## config.mk

```make
export PLATFORM = sky130hd
export DESIGN_NAME = rxbuf_top
export DESIGN_NICKNAME = d
export VERILOG_FILES = /design/src/rtl/rxbuf_pkg.sv /design/src/rtl/rxbuf_assembler.sv /design/src/rtl/rxbuf_regs.sv /design/src/rtl/rxbuf_top.sv
export SDC_FILE = /design/constraint.sdc
export NUM_CORES = 1
export LEC_CHECK = 0
export BUFFER_PORTS_ARGS = -buffer_cell sky130_fd_sc_hd__buf_2
export CORE_ASPECT_RATIO = 0.7
export CORE_MARGIN = 2
export CORE_UTILIZATION = 51
export DETAILED_ROUTE_END_ITERATION = 8
export GPL_TIMING_DRIVEN = 0
export PLACE_DENSITY = 0.7
export SLEW_MARGIN = 0
export SYNTH_ARGS = -nofsm -noshare
export SYNTH_HDL_FRONTEND = slang
export SYNTH_HIERARCHICAL = 1
export SYNTH_SLANG_ARGS = --single-unit
```

## constraint.sdc

```tcl
create_clock -name clk -period 3.5 [get_ports clk]
set_input_delay 0.525 -clock clk [delete_from_list [all_inputs] [get_ports clk]]
set_output_delay 0.525 -clock clk [all_outputs]
set_load 0.02 [all_outputs]
```

## src/rtl/rxbuf_pkg.sv

```systemverilog
package rxbuf_pkg;

    localparam int ADDR_W   = 5;
    localparam int DATA_W   = 8;
    localparam int IDX_W    = 5;
    localparam int N_ERR    = 3;
    localparam int N_STS    = N_ERR + 1;
    localparam int N_STREAM = 3;
    localparam int MEM_LO   = 4;
    localparam int MEM_HI   = (1 << ADDR_W) - 1;

    localparam int S_CHS = 0;
    localparam int S_USR = 1;
    localparam int S_AUX = 2;

    localparam logic [ADDR_W-1:0] A_STS  = 5'h00;
    localparam logic [ADDR_W-1:0] A_IEN  = 5'h01;
    localparam logic [ADDR_W-1:0] A_CTL1 = 5'h02;
    localparam logic [ADDR_W-1:0] A_CTL2 = 5'h03;

    typedef enum logic [1:0] {
        BM_CHS_LONG  = 2'd0,
        BM_CHS_AUX   = 2'd1,
        BM_CHS_SHORT = 2'd2,
        BM_SPARE     = 2'd3
    } bufmode_e;

    typedef struct packed {
        logic              en;
        logic [IDX_W-1:0]  idx;
        logic [DATA_W-1:0] data;
    } wr_t;

    typedef struct packed {
        logic              sel;
        logic              rd;
        logic [ADDR_W-1:0] addr;
        logic [DATA_W-1:0] wdata;
    } host_t;

    function automatic logic [ADDR_W-1:0] region_base(input int s);
        case (s)
            S_CHS:   return 5'h08;
            S_USR:   return 5'h04;
            default: return 5'h10;
        endcase
    endfunction

    function automatic logic [IDX_W-1:0] region_len(input int s, input bufmode_e m);
        case (s)
            S_CHS:   return (m == BM_CHS_LONG) ? 5'd24 : 5'd8;
            S_USR:   return 5'd4;
            default: return 5'd16;
        endcase
    endfunction

endpackage

```

## src/rtl/rxbuf_assembler.sv

```systemverilog
module rxbuf_assembler
    import rxbuf_pkg::*;
(
    input  logic             clk,
    input  logic             rst,
    input  logic             restart,
    input  logic             stb,
    input  logic             din,
    input  logic [IDX_W-1:0] len,
    output wr_t              wr,
    output logic [IDX_W-1:0] cur_idx
);
    localparam int CNT_W = $clog2(DATA_W);
    localparam logic [CNT_W-1:0] LAST_BIT = CNT_W'(DATA_W - 1);

    logic [CNT_W-1:0]  bit_cnt;
    logic [DATA_W-2:0] shreg;
    logic              byte_done;

    assign byte_done = stb && !restart && (bit_cnt == LAST_BIT);

    always_comb begin
        wr.en   = byte_done;
        wr.idx  = cur_idx;
        wr.data = {din, shreg};
    end

    always_ff @(posedge clk) begin
        if (rst || restart) begin
            bit_cnt <= '0;
            shreg   <= '0;
            cur_idx <= '0;
        end else if (stb) begin
            if (byte_done) begin
                bit_cnt <= '0;
                shreg   <= '0;
                cur_idx <= (cur_idx >= len - 1'b1) ? '0 : cur_idx + 1'b1;
            end else begin
                bit_cnt <= bit_cnt + 1'b1;
                shreg   <= {din, shreg[DATA_W-2:1]};
            end
        end
    end

endmodule

```

## src/rtl/rxbuf_regs.sv

```systemverilog
module rxbuf_regs
    import rxbuf_pkg::*;
(
    input  logic              clk,
    input  logic              rst,
    input  host_t             h,
    input  logic              blk_done,
    input  logic [N_ERR-1:0]  err_evt,
    output logic [DATA_W-1:0] reg_rd,
    output bufmode_e          mode,
    output logic [N_STS-1:0]  sts,
    output logic [N_STS-1:0]  ien,
    output logic              irq_n
);
    logic [DATA_W-1:0] ctl1;
    logic [DATA_W-1:0] ctl2;
    logic              done_d;
    logic [N_STS-1:0]  sts_set;
    logic [N_STS-1:0]  sts_clr;

    assign sts_set = {blk_done && !done_d, err_evt};
    assign sts_clr = {N_STS{h.sel && h.rd && (h.addr == A_STS)}};
    assign mode    = bufmode_e'(ctl1[1:0]);
    assign irq_n   = ~|(sts & ien);

    always_ff @(posedge clk) begin
        if (rst) begin
            ctl1   <= '0;
            ctl2   <= '0;
            ien    <= '0;
            sts    <= '0;
            done_d <= 1'b0;
        end else begin
            done_d <= blk_done;
            sts    <= (sts & ~sts_clr) | sts_set;
            if (h.sel && !h.rd) begin
                case (h.addr)
                    A_IEN:   ien  <= h.wdata[N_STS-1:0];
                    A_CTL1:  ctl1 <= h.wdata;
                    A_CTL2:  ctl2 <= h.wdata;
                    default: ;
                endcase
            end
        end
    end

    always_comb begin
        case (h.addr[1:0])
            2'd0:    reg_rd = DATA_W'(sts);
            2'd1:    reg_rd = DATA_W'(ien);
            2'd2:    reg_rd = ctl1;
            default: reg_rd = ctl2;
        endcase
    end

endmodule

```

## src/rtl/rxbuf_top.sv

```systemverilog
module rxbuf_top
    import rxbuf_pkg::*;
(
    input  logic              clk,
    input  logic              rst,
    input  logic              blk_start,
    input  logic              chs_stb,
    input  logic              chs_bit,
    input  logic              usr_stb,
    input  logic              usr_bit,
    input  logic              aux_stb,
    input  logic              aux_bit,
    input  logic [N_ERR-1:0]  err_evt,
    input  logic              h_cs,
    input  logic              h_rd,
    input  logic [ADDR_W-1:0] h_addr,
    input  logic [DATA_W-1:0] h_wdata,
    output logic [DATA_W-1:0] h_rdata,
    output logic [2:0]        flag,
    output logic              irq_n
);
    host_t             host;
    bufmode_e          mode;
    logic [DATA_W-1:0] reg_rd;
    logic [N_STS-1:0]  sts_q;
    logic [N_STS-1:0]  ien_q;
    logic              blk_done;

    logic              stb_v [N_STREAM];
    logic              bit_v [N_STREAM];
    logic [IDX_W-1:0]  len_v [N_STREAM];
    logic [IDX_W-1:0]  idx_v [N_STREAM];
    wr_t               wr_v  [N_STREAM];

    logic [DATA_W-1:0] mem [MEM_LO:MEM_HI];

    assign host = '{sel: h_cs, rd: h_rd, addr: h_addr, wdata: h_wdata};

    always_comb begin
        stb_v[S_CHS] = chs_stb;
        bit_v[S_CHS] = chs_bit;
        stb_v[S_USR] = usr_stb;
        bit_v[S_USR] = usr_bit;
        stb_v[S_AUX] = aux_stb && (mode == BM_CHS_AUX);
        bit_v[S_AUX] = aux_bit;
        for (int s = 0; s < N_STREAM; s++) begin
            len_v[s] = region_len(s, mode);
        end
    end

    for (genvar g = 0; g < N_STREAM; g++) begin : g_stream
        rxbuf_assembler u_asm (
            .clk     (clk),
            .rst     (rst),
            .restart (blk_start),
            .stb     (stb_v[g]),
            .din     (bit_v[g]),
            .len     (len_v[g]),
            .wr      (wr_v[g]),
            .cur_idx (idx_v[g])
        );
    end

    rxbuf_regs u_regs (
        .clk      (clk),
        .rst      (rst),
        .h        (host),
        .blk_done (blk_done),
        .err_evt  (err_evt),
        .reg_rd   (reg_rd),
        .mode     (mode),
        .sts      (sts_q),
        .ien      (ien_q),
        .irq_n    (irq_n)
    );

    always_ff @(posedge clk) begin
        if (rst) begin
            for (int a = MEM_LO; a <= MEM_HI; a++) mem[a] <= '0;
        end else begin
            for (int s = 0; s < N_STREAM; s++) begin
                if (wr_v[s].en) mem[region_base(s) + wr_v[s].idx] <= wr_v[s].data;
            end
        end
    end

    always_ff @(posedge clk) begin
        if (rst || blk_start) begin
            blk_done <= 1'b0;
        end else if (wr_v[S_CHS].en && (wr_v[S_CHS].idx == len_v[S_CHS] - 1'b1)) begin
            blk_done <= 1'b1;
        end
    end

    always_ff @(posedge clk) begin
        if (rst) begin
            h_rdata <= '0;
        end else if (h_cs && h_rd) begin
            h_rdata <= (h_addr < ADDR_W'(MEM_LO)) ? reg_rd : mem[h_addr];
        end
    end

    assign flag[0] = idx_v[S_USR] >= (len_v[S_USR] >> 1);
    assign flag[1] = idx_v[S_CHS] >= (len_v[S_CHS] >> 1);
    assign flag[2] = blk_done;

endmodule

```

Word-level counts from Yosys, hierarchy flattened
Memory sizes are Yosys's and may differ from the RTL's.
Cells that the tools add are included.
Word-level totals
  register bits: 79
  memory bits (writable): 224
  bits of input ports: 27
  output and inout bits: 12
  memories: 1
Memories
  mem: words 28, width 8, read ports 1, clocked after memory_dff 0, write ports 28, line rxbuf_top.sv:35  | logic [DATA_W-1:0] mem [MEM_LO:MEM_HI];
Cells by class
  $add $sub $neg: 10
  order comparisons: 6
  equality and inequality tests: 10
  multiplexer cells: 38
  bitwise gates (word level): 4
  reduce and logical (&&, ||, !) cells: 30
Operators by type and width (number)
  two-way mux 5 bit: 13
  two-way mux 8 bit: 4
  one-hot mux 8 bit (3 select lines): 1
  OR reduction 8 bit: 3
  two-way mux 7 bit: 3
  adder 5 x 1 -> 5 bit, second input constant: 3
  adder 5 bit: 3
  two-way mux 1 bit: 14
  logical AND 1 bit: 12
  AND reduction 2 bit: 6
  == test 5 x 2 -> 1 bit, second input constant: 2
  >= comparator 5 x 2 -> 1 bit, second input constant: 2
  adder 3 x 1 -> 3 bit, second input constant: 3
  == test 3 bit, second input constant: 3
  two-way mux 3 bit: 3
  bitwise AND 4 bit: 2
  == test 5 x 1 -> 1 bit, second input constant: 1
  == test 5 bit: 1
  >= comparator 5 x 4 -> 1 bit: 1
  >= comparator 5 x 4 -> 1 bit, second input constant: 1
  >= comparator 5 bit: 1
  zero test 5 bit: 1
  < comparator 5 x 3 -> 1 bit, second input constant: 1
  subtractor 5 x 1 -> 5 bit, second input constant: 1
  other kinds (8): 13

Logic depth before layout (Yosys ltp)
  depth after elaboration: 9
  gate-level depth with buffers: 12
  gate-level depth less buffers: 9

By module
Netlist, hierarchy kept.
By module, submodules not included
  rxbuf_top: instances 1, cells each 1622, area each 15239.6 um^2, seq. area each 6906.6 um^2
  rxbuf_assembler: instances 3, cells each 98, area each 839.6 um^2, seq. area each 300.3 um^2
  rxbuf_regs: instances 1, cells each 126, area each 1271.2 um^2, seq. area each 500.5 um^2

Least setup slack after synthesis
OpenSTA, ideal clock, no wires.
  kind: register to register
  start: register g_stream[1].u_asm.bit_cnt[0]
  end: memory mem[16][0] (enable)
  arrival time: 2.256 ns
  required time: 3.124 ns
  slack: 0.868 ns
  stages on the path, launching flop included: 11
  cell sequence: dfxtp_1 -> ha_1 -> ha_1 -> nand3b_1 -> inv_2 -> buf_4 -> or4b_1 -> buf_4 -> nor3_4 -> nor2_1 -> o211ai_1
RTL lines
  start, declared: line rxbuf_assembler.sv:16  | logic [CNT_W-1:0] bit_cnt;
  start signal, assigned: line rxbuf_assembler.sv:39  | bit_cnt <= bit_cnt + 1'b1;
  end, declared: line rxbuf_top.sv:35

==> impl_metrics.csv <==
group,metric,value,unit
critical_path,cp_max_fo,9,
grt,busiest_layer,"met1",
sta,worst_pin_slew,1.38,ns
logic_synthesis,synth_top_area_share,35.3,%
grt,use_met2,51.3,%
placed_design,numPortBuffers,38,
die,core_area,37000,µm²
clock_tree,cts_sinks,303,
placed_design,dp_hpwl,54.2,mm
clock_tree,clock_latency,0.61,ns
run,drv_cap,0,
critical_path,cp.arrival,3.85,ns
logic_synthesis,synthArstFlopShare,0,%
critical_path,criticalPathCategory,"flip-flop to flip-flop",
clock_tree,clockBufferDepth,3,
detailed_routing,dr.pass1.iters,7,
detailed_routing,drtIter0Drc,2599,
logic_synthesis,syn_area,19000,µm²
critical_path,cp.required,3.86,ns
placed_design,dpl_cell_area,19900,µm²
die,die_y,166,µm
sta,final_max_slew_viol_count,0,
cells_and_area,layout.nets,2197,
detailed_routing,avgRoutedWirePerCell,28.3,µm
detailed_routing,postRouteAntennaNets,0,
grt,track_usage,37.2,%
sta,setup_viol,0,
logic_synthesis,yosysSeqAreaShare,43.7,%
logic_synthesis,synthTopCellsByArea,"edfxtp_1 (35%), dfxtp_1 (8.3%), nand2_1 (6.0%)",
logic_synthesis,ys_types,62,
die,start_util,51.5,%
detailed_routing,via_per_inst,6.57,
logic_synthesis,synth_edf_count,224,
grt,use_met1,52.1,%
die,rows,59,
pwr,cellLeakagePower,7.22,nW
clock_tree,clk_pin_slew,0.07,ns
logic_synthesis,syn_avg_cell_area,9.32,µm²
placed_design,place_inst,2595,
detailed_routing,vias,17500,
grt,grt_max_degree,16,
sta,finalHoldViolations,0,
clock_tree,cts_buffers,31,
sta,final.setup.tns,0,ns
sta,fin_skew,0.0194,ns
cells_and_area,finalNonFillerCells,2655,
clock_tree,htreeDepth,1,
clock_tree,cts_tree,"yes",
detailed_routing,finalWirelength,75.1,mm
sta,slew-limit-headroom,7.87,%
placed_design,place_congestion,1.09,
sta,grt_setup_unrepaired,"yes",
logic_synthesis,synth_warnings,6,
logic_synthesis,ys_ff_latch,303,
die,dieArea,38900,µm²
detailed_routing,drc,0,
logic_synthesis,synth_area_leader_cell,"edfxtp_1",
grt,use_met3,16.0,%
cells_and_area,fill_cells,3282,
hold_path,hp-class,"input port to flip-flop",
die,boundaryPins,39,
pwr,ir_drop,0.000428,V
clock_tree,root_buffer,"clkbuf_16",
logic_synthesis,synthCells,2042,
critical_path,cp-start-kind,"flip-flop",
critical_path,worstSetupEndpointType,"flip-flop",
grt,grt_pass1_vias,15600,
pwr,power.density,400,nW/µm²
run_status,status,"finished clean",
logic_synthesis,synth_ff_type,"edfxtp_1",
sta,period_share,99.6,%
cells_and_area,stdcell_area,21200,µm²
grt,grt_first_pass_wirelength,106,mm
grt,antenna_found_initial,1,
die,die_x,235,µm
sta,timing.fmax,287,MHz
cells_and_area,layout-drive-gt1-share,14.5,%
grt,overflow,0,
cells_and_area,area_growth,11.2,%
sta,layout_min_cycle_time,3.49,ns
[power breakdown]
part	switching [mW]	internal, mW
combinational	0.437	0.196
sequential	0.0655	3.98
clock	1.53	2.26
total	2.04	6.43
[kinds of logic after synthesis]
| kind of cell | after synthesis | synth area share (%) |
|---|---|---|
| AOI/OAI and AO/OA | 499 | 16.5 |
| xor gates and xnor gates | 21 | 1.05 |
| adders and majority gates | 29 | 1.91 |
| buffers and inverters | 228 | 5.23 |
| DFF | 303 | 43.7 |
| muxes | 192 | 11.0 |
| other | 2 | 0.0395 |
| and+or+nand+nor | 768 | 20.6 |
[worst max-delay path, stage by stage, from the launching register on]
cell	delay, ns
dfxtp_1	0.36
ha_1	0.16
ha_1	0.18
nand3b_1	0.11
inv_2	0.15
buf_4	0.15
nor3b_1	0.33
nand2_1	0.48
clkbuf_2	0.42
nor3_4	0.35
a22oi_1	0.12
o21ai_0	0.41
[final cells by class]
cell class	instances	area, µm²	share of cell area (%)
inverter	19	71.3	0.337
antenna	1	2.50	0.0118
clock buffer	40	936	4.42
timing repair buffer	39	198	0.935
multi-input combinational	1538	9880	46.7
buffer	209	925	4.37
tap	488	611	2.89
clock inverter	18	228	1.08
sequential	303	8310	39.3
[synth_stat cells (8+ instances only)]
cell,number
a2111oi_0,8
a211oi_1,11
a21oi_1,68
a221oi_1,12
a22o_1,9
a22oi_1,117
a311oi_1,8
a31oi_1,38
buf_1,8
buf_2,21
buf_4,28
clkbuf_1,151
dfxtp_1,79
edfxtp_1,224
ha_1,29
inv_1,16
mux2_2,94
mux2i_1,94
nand2_1,303
nand2b_1,62
nand3_1,64
nand3b_1,33
nand4_1,9
nor2_1,155
nor2b_1,17
nor3_1,16
nor3_2,34
o211ai_1,14
o21a_1,13
o21ai_0,132
o21ai_1,41
o22ai_1,16
or3_1,9
or4_1,21
xnor2_1,13
[timing repair]
| action | CTS | global route |
|---|---|---|
| endpoints found under the setup margin | 0 | 128 |
| hold buffers | 0 | 0 |
| gates resized for setup | 0 | 11 |
| buffers inserted | 0 | 1 |
[worst paths after layout]
| kind | startpoint | endpoint | slack [ns] | cells after the start |
|---|---|---|---|---|
| worst max-delay path | g_stream[0].u_asm/bit_cnt[0]$_SDFFE_PP0P_ | mem[26][2]$_DFFE_PP_ | 0.01 | 11 |
| worst min-delay path | err_evt[1] | u_regs/sts[1]$_SDFF_PP0_ | 0.17 | 3 |
| worst max register to register | g_stream[0].u_asm/bit_cnt[0]$_SDFFE_PP0P_ | mem[26][2]$_DFFE_PP_ | 0.01 | 11 |
| worst min register to register | u_regs/done_d$_SDFF_PP0_ | u_regs/sts[3]$_SDFF_PP0_ | 0.46 | 1 |
[routing by layer]
metal / up-vias / wire [µm]
li1: 7650 / -
met1: 8268 / 29500
met2: 1286 / 29800
met3: 248 / 12600
met4: 0 / 3220
met5: - / 0
[cells in the final DEF (no fill, tap or decap), drive strengths merged, types with 79 or more instances in the layout]
cell and instances:
mux2 94, dfxtp 79, nand2 306, buf 97, edfxtp 224, nor2 159
o21ai 173, mux2i 94, clkbuf 191, a22oi 117
[sequential cells by signal, indices dropped and copies added (netlist names), 4 cells and up]
name	count
mem	224
g_stream.u_asm/shreg	21
g_stream.u_asm/cur_idx	15
g_stream.u_asm/bit_cnt	9
h_rdata	8
u_regs/ctl1	8
u_regs/ctl2	8
u_regs/ien	4
u_regs/sts	4
[stage by stage]
step	utilization, %	hold WS (ns)	setup slack, ns	power, mW
after floorplan	-	0.412	0.868	4.45
after global placement	53.9	0.433	-0.275	4.71
after detailed placement	53.9	0.441	-0.291	4.72
after CTS	57.0	0.161	0.00229	8.43
after global routing	57.2	0.178	-0.0360	8.64
final	57.2	0.174	0.0128	8.47
Power figures use the tool's default switching activity.
